File: src/rtl/eif_pkg.sv
package eif_pkg;
  localparam int NUM_CH    = 16;
  localparam int DATA_W    = 32;
  localparam int ADDR_W    = 8;
  localparam int SYNC_DEPTH = 2;
  localparam logic [ADDR_W-1:0] OFF_STATUS = 8'h14;
  localparam logic [ADDR_W-1:0] OFF_ENABLE = 8'h18;

  typedef logic [NUM_CH-1:0] ch_vec_t;
  typedef logic [DATA_W-1:0] word_t;

  // channel field of a register word (channel n at bit n)
  function automatic ch_vec_t field_of(input word_t w);
    return w[NUM_CH-1:0];
  endfunction

  // place a channel vector into a register word, upper bits zero
  function automatic word_t word_of(input ch_vec_t v);
    word_t w;
    w = '0;
    w[NUM_CH-1:0] = v;
    return w;
  endfunction

  // next flag state: clear by write-one, new events win
  function automatic ch_vec_t flag_next(input ch_vec_t cur, input ch_vec_t clr,
                                        input ch_vec_t evt);
    return (cur & ~clr) | evt;
  endfunction
endpackage

File: src/rtl/eif_edge_sync.sv
module eif_edge_sync #(
  parameter int NUM_CH = eif_pkg::NUM_CH,
  parameter int DEPTH  = eif_pkg::SYNC_DEPTH
) (
  input  logic              clk,
  input  logic              rst_n,
  input  logic [NUM_CH-1:0] raw_in,
  output logic [NUM_CH-1:0] rise_evt
);
  for (genvar c = 0; c < NUM_CH; c++) begin : g_ch
    logic [DEPTH-1:0] stage;
    logic             last_q;
    always_ff @(posedge clk) begin
      if (!rst_n) begin
        stage  <= '0;
        last_q <= 1'b0;
      end else begin
        stage  <= {stage[DEPTH-2:0], raw_in[c]};
        last_q <= stage[DEPTH-1];
      end
    end
    assign rise_evt[c] = stage[DEPTH-1] & ~last_q;
  end
endmodule

File: src/rtl/eif_flag_bank.sv
module eif_flag_bank #(
  parameter int NUM_CH = eif_pkg::NUM_CH
) (
  input  logic              clk,
  input  logic              rst_n,
  input  logic [NUM_CH-1:0] set_evt,
  input  logic [NUM_CH-1:0] clr_mask,
  output logic [NUM_CH-1:0] flags
);
  always_ff @(posedge clk) begin
    if (!rst_n) flags <= '0;
    else        flags <= eif_pkg::flag_next(flags, clr_mask, set_evt);
  end
endmodule

File: src/rtl/eif_enable_reg.sv
module eif_enable_reg #(
  parameter int NUM_CH = eif_pkg::NUM_CH
) (
  input  logic              clk,
  input  logic              rst_n,
  input  logic              wr_en,
  input  logic [NUM_CH-1:0] wr_val,
  output logic [NUM_CH-1:0] enables
);
  always_ff @(posedge clk) begin
    if (!rst_n)     enables <= '0;
    else if (wr_en) enables <= wr_val;
  end
endmodule

File: src/rtl/ext_irq_flags.sv
module ext_irq_flags
  import eif_pkg::*;
(
  input  logic              clk,
  input  logic              rst_n,
  input  logic [ADDR_W-1:0] reg_addr,
  input  logic              reg_we,
  input  logic [DATA_W-1:0] reg_wdata,
  output logic [DATA_W-1:0] reg_rdata,
  input  logic [NUM_CH-1:0] irq_in,
  output logic              irq_req,
  output logic [NUM_CH-1:0] chan_req
);
  // named internal events for the checker
  logic    hit_status, hit_enable;
  logic    wr_status, wr_enable;
  ch_vec_t edge_vec, clr_vec, flag_q, en_q;
  logic    unused_hi;

  assign hit_status = (reg_addr == OFF_STATUS);
  assign hit_enable = (reg_addr == OFF_ENABLE);
  assign wr_status  = reg_we & hit_status;
  assign wr_enable  = reg_we & hit_enable;
  assign clr_vec    = wr_status ? field_of(reg_wdata) : '0;
  assign unused_hi  = ^reg_wdata[DATA_W-1:NUM_CH];

  eif_edge_sync #(.NUM_CH(NUM_CH), .DEPTH(SYNC_DEPTH)) u_sync (
    .clk(clk), .rst_n(rst_n), .raw_in(irq_in), .rise_evt(edge_vec)
  );

  eif_flag_bank #(.NUM_CH(NUM_CH)) u_flags (
    .clk(clk), .rst_n(rst_n), .set_evt(edge_vec), .clr_mask(clr_vec), .flags(flag_q)
  );

  eif_enable_reg #(.NUM_CH(NUM_CH)) u_en (
    .clk(clk), .rst_n(rst_n), .wr_en(wr_enable), .wr_val(field_of(reg_wdata)),
    .enables(en_q)
  );

  always_comb begin
    reg_rdata = '0;
    if (hit_status)      reg_rdata = word_of(flag_q);
    else if (hit_enable) reg_rdata = word_of(en_q);
  end

  assign chan_req = flag_q & en_q;
  assign irq_req  = |chan_req;
endmodule

File: config.mk
export PLATFORM = sky130hd
export DESIGN_NAME = ext_irq_flags
export DESIGN_NICKNAME = d
export VERILOG_FILES = /design/src/rtl/eif_pkg.sv /design/src/rtl/eif_edge_sync.sv /design/src/rtl/eif_flag_bank.sv /design/src/rtl/eif_enable_reg.sv /design/src/rtl/ext_irq_flags.sv
export SDC_FILE = /design/constraint.sdc
export NUM_CORES = 1
export LEC_CHECK = 0
export CORE_MARGIN = 2
export CORE_UTILIZATION = 60
export DETAILED_ROUTE_END_ITERATION = 12
export DONT_BUFFER_PORTS = 1
export GPL_ROUTABILITY_DRIVEN = 0
export PLACE_DENSITY = 0.76
export SYNTH_ARGS = -nofsm -noshare
export SYNTH_HDL_FRONTEND = slang
export SYNTH_SLANG_ARGS = --single-unit
File: constraint.sdc
create_clock -name clk -period 2.8 [get_ports clk]
set_clock_uncertainty 0.15 [all_clocks]
set_input_delay 0.56 -clock clk [delete_from_list [all_inputs] [get_ports clk]]
set_output_delay 0.56 -clock clk [all_outputs]
set_load 0.05 [all_outputs]
==> metrics.txt, run 1 <==
final setup vio count 0; DR iter-0 viols between 200 and 250; Core Region 5070 um^2; clock period minus worst slack 2.79 ns; num ports about 110; global-route wire length before repair 8780 um; Worst path top cell family by delay simple AND/OR/NAND/NOR gates; CP Capture Type output pin; dominant cells by area after synthesis dfxtp_1, and2_1, nand2_1; dpl hpwl 3830 um; DRC viols 0; Yosys top cell area share 0.508; Startpoint Class flop; row count 26; Ys Warns 0; Power, Total around 2 mW; TNS Setup 0 ns; Design Area, Final about 3800 um^2; Post-Synthesis Cell Area 3150 um^2; routed len/inst 12.4 um; CTS Hold Bufs 0; Post-Synthesis Cells ~340; synthesis-to-layout area growth 20.4%; hold_ws about 0.19 ns; share of cells above drive strength 1 0.197; initial antenna violation count 0; vias in the first global route 1931; VDD IR-drop max 414 uV; Clock Path Buffers 2; syn_area_per_cell 9.32 um^2; status finished clean; pre-CTS WS about 0.082 ns; nets@finish about 430; Total Routing Usage GR 0.185; Die Y 76.5 um; fmax between 300 and 400 MHz; worst path bufs/invs 1; worst setup margin ~0.013 ns; Post-DP Area 3560 um^2; clk sinks 80; critical path class flop to output pin; Worst Hold Class primary input to flop; Skew-Pair Late Insertion Delay 0.34 ns; die span in x approximately 76 um; cells along the critical path and2_1 -> or4_1 -> or4_4 -> buf_8; final hold vios 0; DIE AREA about 5800 um^2; Antenna Cells 0; routed vias/inst roughly 5.0; port bufs 0; Max Slew Vio Count 0; register area share after synthesis 0.508; largest net degree at the start of global routing approximately 110; Routed WL roughly 5500 um; clk root buf clkbuf_8; Max-cap violations 0; #FFs+latches synth 80; Pwr Density roughly 540 nW/um^2; Routed Antenna Nets 0; Critical Path Max Stage Delay 0.55 ns; CTS tree yes; final period utilization 0.995; clock-pin slew on the worst setup and hold paths around 0.07 ns; CTS H-tree depth 3; Fill cells 388; static leakage between 1.5 and 2 nW; total gr overflow 0; Num CTS Buffers 9; initial core utilization 0.621; via count 2211; Slowest-stage cell, CP or4_4; crit-path max FO 3; Worst Path Arrival around 2.1 ns; Detailed Routing Iterations Pass 1 5; RSZ-0062 raised after global routing true; Req. time, crit path between 2 and 2.5 ns; Cell variety after synth 22; Synth area leader dfxtp_1
## through the flow
stage / instances / utilization
6_report: 441 / 0.747
5_1_grt: 441 / 0.747
4_1_cts: 439 / 0.739
3_5_place_dp: 423 / 0.702
3_3_place_gp: 423 / 0.702
2_1_floorplan: 353 / -
## cell usage in the layout, fill, tap and decap left out, drive strengths merged
master	count
clkinv	4
and2	64
buf	39
nor3	17
nand3b	16
or4b	3
nand2	64
a22o	16
clkbuf	11
clkinvlp	1
nor2	2
o21ai	16
mux2i	16
dfxtp	80
or4	5
conb	16
inv	1
## layout make-up
cell class | count | area (um^2) | area share
sequential | 80 | 1610 | 0.423
multi-input combinational | 235 | 1400 | 0.369
timing repair buffer | 39 | 513 | 0.135
clock buffer | 11 | 151 | 0.0399
tap | 70 | 87.6 | 0.0231
clock inverter | 5 | 31.3 | 0.00825
inverter | 1 | 3.75 | 0.000990
## cells in the mapped netlist
cell       n
a22o_1    16
and2_1    64
buf_1      3
buf_2      3
buf_4     16
buf_6      1
buf_8      1
clkbuf_1  13
conb_1     1
dfxtp_1   80
inv_1      1
mux2i_1   16
nand2_1   64
nand3b_1  16
nor2_1     1
nor2_4     1
nor3_1    16
nor3_4     1
o21ai_0   16
or4_1      5
or4b_1     2
or4b_2     1
## per-layer routing
metal / track usage / share of wire / up-vias / routed length [um]
li1: - / - / 1140 / -
met1: 0.250 / 0.46 / 965 / 2500
met2: 0.272 / 0.44 / 95 / 2420
met3: 0.0498 / 0.076 / 11 / 415
met4: 0.0945 / 0.021 / 0 / 116
met5: 0 / 0 / - / 0
## what timing repair did
action	in CTS	in global routing
gates resized for setup	1	6
setup buffers	0	2
setup endpoints to repair	1	5
endpoints found under the hold margin	0	0
pin swaps	1	3
## power breakdown
group	total, mW	leakage [nW]	switching, mW	internal, mW
clock network	0.744	0.0951	0.378	0.367
registers	1.20	0.656	0.0189	1.18
logic	0.103	0.770	0.0716	0.0315
total	2.05	1.52	0.468	1.58
## path summary, 6_finish.rpt
kind	from	endpoint	cells after the start	slack [ns]
min	irq_in[6]	u_sync.g_ch[6].stage[0]	1	0.19
min reg2reg	u_sync.g_ch[12].stage[0]	u_sync.g_ch[12].stage[1]	1	0.28
max reg2reg	u_flags.flags[14]	u_flags.flags[14]	3	1.93
max	u_flags.flags[14]	irq_req	4	0.01
## cell families after synthesis
group	Yosys count	synth area share
simple gates	171	0.298
flops	80	0.508
compound gates	32	0.0699
other cells	1	0.00119
mux	16	0.0508
buf+inv	38	0.0715
## flip-flops by register name (all words and copies together), names as in the netlist
| signal | cells |
|---|---|
| u_sync.g_ch.stage | 32 |
| u_en.enables | 16 |
| u_flags.flags | 16 |
| u_sync.g_ch.last_q | 16 |
(Power assumes the default switching activity.)
==> run 2: changes to the inputs <==
--- a/config.mk
+++ b/config.mk
@@ -6,11 +6,10 @@
 export NUM_CORES = 1
 export LEC_CHECK = 0
 export CORE_MARGIN = 2
-export CORE_UTILIZATION = 60
+export CORE_UTILIZATION = 25
 export DETAILED_ROUTE_END_ITERATION = 12
 export DONT_BUFFER_PORTS = 1
 export GPL_ROUTABILITY_DRIVEN = 0
-export PLACE_DENSITY = 0.76
 export SYNTH_ARGS = -nofsm -noshare
 export SYNTH_HDL_FRONTEND = slang
 export SYNTH_SLANG_ARGS = --single-unit
==> run 2 against run 1 <==
Effect of this change:
- total power increased by 20%
- fmax increased by 0.90%
- first-iteration DRC count decreased by 25%
- critical path depth unchanged
- wire length increased by 23%
- register-to-register slack about the same
- combinational power about the same
- largest cell class unchanged
- largest power group unchanged
==> metrics.txt, run 2 (synthesized netlist as in run 1, its figures left out) <==
fmax 362 MHz (+0.90%); Post-DP Area 3720 um^2 (+4.4%); DRC viols 0 (unchanged); routed len/inst 12.2 um (-1.2%); port bufs 0 (unchanged); via count 2184 (-1.2%); Core Region 12500 um^2 (+150%); num ports 108 (unchanged); Pint 1.95 mW (+24%); Top reg by flops u_sync.g_ch.stage; Reg2Reg Depth 3 (unchanged); Startpoint Class flop; worst setup margin 0.0376 ns (+0.0249 ns); CP Capture Type output pin; synthesis-to-layout area growth 29.4%; Sw Ratio 0.203 (-0.0255); clk root buf clkbuf_16; initial core utilization 0.253 (-0.368); critical path class flop to output pin; Max Slew Vio Count 0 (unchanged); Clock Power Share 0.468 (+0.104); share of cells above drive strength 1 0.214 (+0.0177); global-route wire length before repair 10700 um (+22%); static leakage 1.59 nW (+4.7%); TNS Setup 0 ns (unchanged); clock-pin slew on the worst setup and hold paths 0.05 ns (-0.02 ns); Reg power frac 0.490 (-0.096); Max-cap violations 0 (unchanged); Design Area, Final 4080 um^2 (+7.5%); Pwr Density 600 nW/um^2 (+11%); Skew-Pair Late Insertion Delay 0.32 ns (-0.02 ns); final core utilization 0.327 (-0.420); RSZ-0062 raised after global routing true; final setup vio count 0 (unchanged); Routed Antenna Nets 0 (unchanged); status finished clean; Total Routing Usage GR 0.103 (-0.0812); die span in x 116 um (+52%); Worst Hold Class primary input to flop; CTS H-tree depth 3 (unchanged); clk sinks 80 (unchanged); Comb power frac 0.043 (-0.007); most frequent cells in the layout dfxtp_1, nand2_1, and2_1; Clock Path Buffers 2 (unchanged); Power, Total 2.45 mW (+20%); WHS Path Cells 1 (unchanged); Worst Path Arrival 2.05 ns (-0.03 ns); Detailed Routing Iterations Pass 1 4 (-1); vias in the first global route 2154 (+12%); Req. time, crit path 2.09 ns (about the same); total gr overflow 0 (unchanged); Die Y 116 um (+52%); Routed WL 6700 um (+23%); initial antenna violation count 5 (+5); VDD IR-drop max 253 uV (-39%); largest net degree at the start of global routing 113 (unchanged); crit-path max FO 3 (unchanged); Num CTS Buffers 9 (unchanged); routed vias/inst 3.98 (-21%); row count 41 (+58%); clock period minus worst slack 2.76 ns (-0.0249 ns); CTS Hold Bufs 0 (unchanged); max reg flops 32 (unchanged); most common cell after layout, fill and taps aside dfxtp_1; P_sw 0.497 mW (+6.2%); final period utilization 0.987 (-0.00889); CTS tree yes; pre-CTS WS 0.101 ns (+0.0191 ns); DR iter-0 viols 151 (-25%); dpl hpwl 4860 um (+27%); DIE AREA 13500 um^2 (+130%); nets@finish 427 (+0.47%); final hold vios 0 (unchanged)
[run 2: cell count changes in the layout (fill, tap and decap cells not counted), sizes merged]
cell,delta
buf,+2
bufinv,+1
clkbuf,+2
clkinv,-2
clkinvlp,-1
diode,+4
[run 2: critical path: stages, from the launching register on]
cell     delay (ns)
dfxtp_2        0.32
and2_4         0.15
or4_4          0.54
or4_4          0.55
buf_8          0.17
[run 2: per-layer routing]
layer	vias up	track usage	wire (um)
li1	1148	-	-
met1	948	0.130	3060
met2	74	0.150	2860
met3	12	0.0457	600
met4	2	0.0532	172
met5	-	0	16
[run 2: final cells by class]
cell class                 instances  area, um^2
inverter                           1        3.75
clock buffer                      13         260
timing repair buffer              41         528
clock inverter                     3        40.0
sequential                        80        1610
tap                              172         215
multi-input combinational        235        1410
antenna                            4        10.0
fill                            1270        8390
[run 2: what timing repair did]
item / CTS / global route
resized for setup: 2 / 12
pin swaps: 0 / 4
setup endpoints to repair: 1 / 1
setup buffers: 0 / 2
[run 2: path summary, 6_finish.rpt]
path	start	endpoint	slack [ns]
worst max-delay path	u_en.enables[0]	irq_req	0.04
worst min-delay path	irq_in[3]	u_sync.g_ch[3].stage[0]	0.21
worst max register to register	u_flags.flags[0]	u_flags.flags[0]	1.92
worst min register to register	u_sync.g_ch[0].stage[0]	u_sync.g_ch[0].stage[1]	0.28
[run 2: stage by stage]
| stage | cells | hold slack (ns) |
|---|---|---|
| 6_report | 549 | 0.211 |
| 5_1_grt | 548 | 0.198 |
| 4_1_cts | 543 | 0.196 |
| 3_5_place_dp | 527 | 0.271 |
| 3_3_place_gp | 527 | 0.270 |
| 2_1_floorplan | 353 | 0.262 |
[run 2: power groups by stage]
stage,sequential [mW],clock [mW],combinational (mW)
floorplan,1.22,0,0.132
global placement,1.22,0,0.100
detailed placement,1.22,0,0.103
CTS,1.20,1.18,0.103
global route,1.20,1.24,0.115
finish,1.20,1.14,0.104
==> run 3: changes to the inputs <==
--- a/config.mk
+++ b/config.mk
@@ -6,10 +6,11 @@
 export NUM_CORES = 1
 export LEC_CHECK = 0
 export CORE_MARGIN = 2
-export CORE_UTILIZATION = 25
+export CORE_UTILIZATION = 53
 export DETAILED_ROUTE_END_ITERATION = 12
 export DONT_BUFFER_PORTS = 1
 export GPL_ROUTABILITY_DRIVEN = 0
+export PLACE_DENSITY_LB_ADDON = 0.05
 export SYNTH_ARGS = -nofsm -noshare
 export SYNTH_HDL_FRONTEND = slang
 export SYNTH_SLANG_ARGS = --single-unit
==> constraint.sdc (replaced) <==
create_clock -name clk -period 2.9 [get_ports clk]
set_clock_uncertainty 0.15 [all_clocks]
set_input_delay 0.58 -clock clk [delete_from_list [all_inputs] [get_ports clk]]
set_output_delay 0.58 -clock clk [all_outputs]
set_load 0.05 [all_outputs]
==> run 3 against run 2 <==
Effect of this change:
- first-iteration DRC count is 3.3% lower
- utilization grew 32 points
- sequential share of layout area increased by 3.0 points
- non-clock buffer count decreased by 4
- largest power group unchanged
- combinational power down 7%
- cell area down 7.4%
- clock-buffer cell count shrank 4
- critical path depth unchanged
- sequential power decreased by 3%
- hold slack better by 0.0061 ns
- die area fell by 51%
==> metrics.txt, run 3 (synthesized netlist as in run 1, its figures left out) <==
row count 28 (-32%); max reg flops 32 (unchanged); share of cells above drive strength 1 0.184 (-0.0302); Routed Antenna Nets 0 (unchanged); via count 2133 (-2.3%); RR Startpoint u_flags.flags[0]; Clock Path Buffers 2 (unchanged); Max Slew Vio Count 0 (unchanged); Total Routing Usage GR 0.168 (+0.0648); CTS tree yes; Detailed Routing Iterations Pass 1 5 (+1); nets@finish 423 (-0.94%); Core Region 5820 um^2 (-53%); Reg-to-Reg End u_flags.flags[0]; RSZ-0062 raised after global routing false; global-route wire length before repair 8360 um (-22%); CP endpoint irq_req; routed vias/inst 4.80 (+21%); Pwr Density 537 nW/um^2 (-11%); final hold vios 0 (unchanged); clk root buf clkbuf_8; most frequent cells in the layout dfxtp_1, and2_1, nand2_1; CTS Hold Bufs 0 (unchanged); DR iter-0 viols 146 (-3.3%); dpl hpwl 3830 um (-21%); Cell Count, Final, Fillers Out 444 (-19%); final setup vio count 0 (unchanged); Num CTS Buffers 9 (unchanged); port bufs 0 (unchanged); Reg2Reg Depth 2 (-1); CTS H-tree depth 3 (unchanged); Worst Path Arrival 2.09 ns (+0.04 ns); Worst Setup SP u_flags.flags[7]; hold_ws 0.217 ns (+0.00610 ns); placed insts 428 (-19%); fmax about 350 MHz; Top reg by flops u_sync.g_ch.stage; clk sinks 80 (unchanged); clock period minus worst slack approximately 2.8 ns; crit-path max FO 3 (unchanged); largest net degree at the start of global routing 113 (unchanged); Antenna Cells 0 (-4); most common cell after layout, fill and taps aside dfxtp_1; routed len/inst 12.1 um (-1.1%); status finished clean; final core utilization 0.649 (+0.322); synthesis-to-layout area growth 19.8%; critical path class flop to output pin; static leakage 1.51 nW (-5.2%); CP Capture Type output pin; die span in x 81.1 um (-30%); pre-CTS WS 0.129 ns (+0.0274 ns); num ports 108 (unchanged); Req. time, crit path 2.17 ns (+0.08 ns); final period utilization 0.972; Max-cap violations 0 (unchanged); total gr overflow 0 (unchanged); Die Y 81.1 um (-30%); worst setup margin 0.0820 ns (+0.0445 ns); clock-pin slew on the worst setup and hold paths 0.08 ns (+0.03 ns); initial core utilization 0.542 (+0.289); slack of the worst reg-to-reg path 2.09 ns (+0.17 ns); DIE AREA 6580 um^2 (-51%); Startpoint Class flop; vias in the first global route 1748 (-19%); DRC viols 0 (unchanged); Skew-Pair Late Insertion Delay 0.33 ns (about the same); VDD IR-drop max 407 uV (+61%); initial antenna violation count 0 (-5); Worst Hold Class primary input to flop; Routed WL 5360 um (-20%); TNS Setup 0 ns (unchanged)
-- run 3: layer usage --
| metal | vias to the layer above | routed length (um) | GRT usage |
|---|---|---|---|
| met2 | 80 | 2320 | 0.221 |
| li1 | 1136 | - | - |
| met5 | - | 0 | 0 |
| met4 | 0 | 27 | 0.0864 |
| met1 | 915 | 2540 | 0.252 |
| met3 | 2 | 473 | 0.0422 |
-- run 3: final cells by class --
cell class | count | area (um^2)
clock inverters | 7 | 70.1
repair buffers | 37 | 482
clock buffers | 9 | 124
fillers | 504 | 2040
multi-input cells | 235 | 1400
flip-flops and latches | 80 | 1600
inverters | 1 | 3.75
well taps | 75 | 93.8
-- run 3: timing repair --
item,in CTS,in global routing
setup endpoints to repair,0,1
buffers inserted,0,0
resized for setup,0,3
-- run 3: worst min path at each step --
stage | cells after the start | startpoint | end
floorplan | 1 | u_sync.g_ch[0].stage[0] | u_sync.g_ch[0].stage[1]
global placement | 1 | u_sync.g_ch[0].stage[0] | u_sync.g_ch[0].stage[1]
detailed placement | 1 | u_sync.g_ch[4].stage[0] | u_sync.g_ch[4].stage[1]
CTS | 1 | irq_in[10] | u_sync.g_ch[10].stage[0]
global route | 1 | rst_n | u_sync.g_ch[3].last_q
finish | 1 | irq_in[11] | u_sync.g_ch[11].stage[0]
-- run 3: critical path: stages, from the launching register on --
cell     delay, ns
dfxtp_1       0.34
and2_1        0.18
or4_1         0.51
or4_4         0.55
buf_6         0.17
-- run 3: through the flow --
stage          power (mW)  area, um^2
6_report             2.03        3770
5_1_grt              2.13        3770
4_1_cts              2.05        3760
3_5_place_dp         1.28        3570
3_3_place_gp         1.27        3570
2_1_floorplan        1.30        3220
-- run 3: report_power, final --
| part | leakage (nW) | switching, mW | total [mW] | internal, mW |
|---|---|---|---|---|
| Clock | 0.0998 | 0.376 | 0.774 | 0.399 |
| Sequential | 0.655 | 0.0182 | 1.16 | 1.14 |
| Combinational | 0.755 | 0.0675 | 0.0968 | 0.0293 |
| Total | 1.51 | 0.461 | 2.03 | 1.57 |
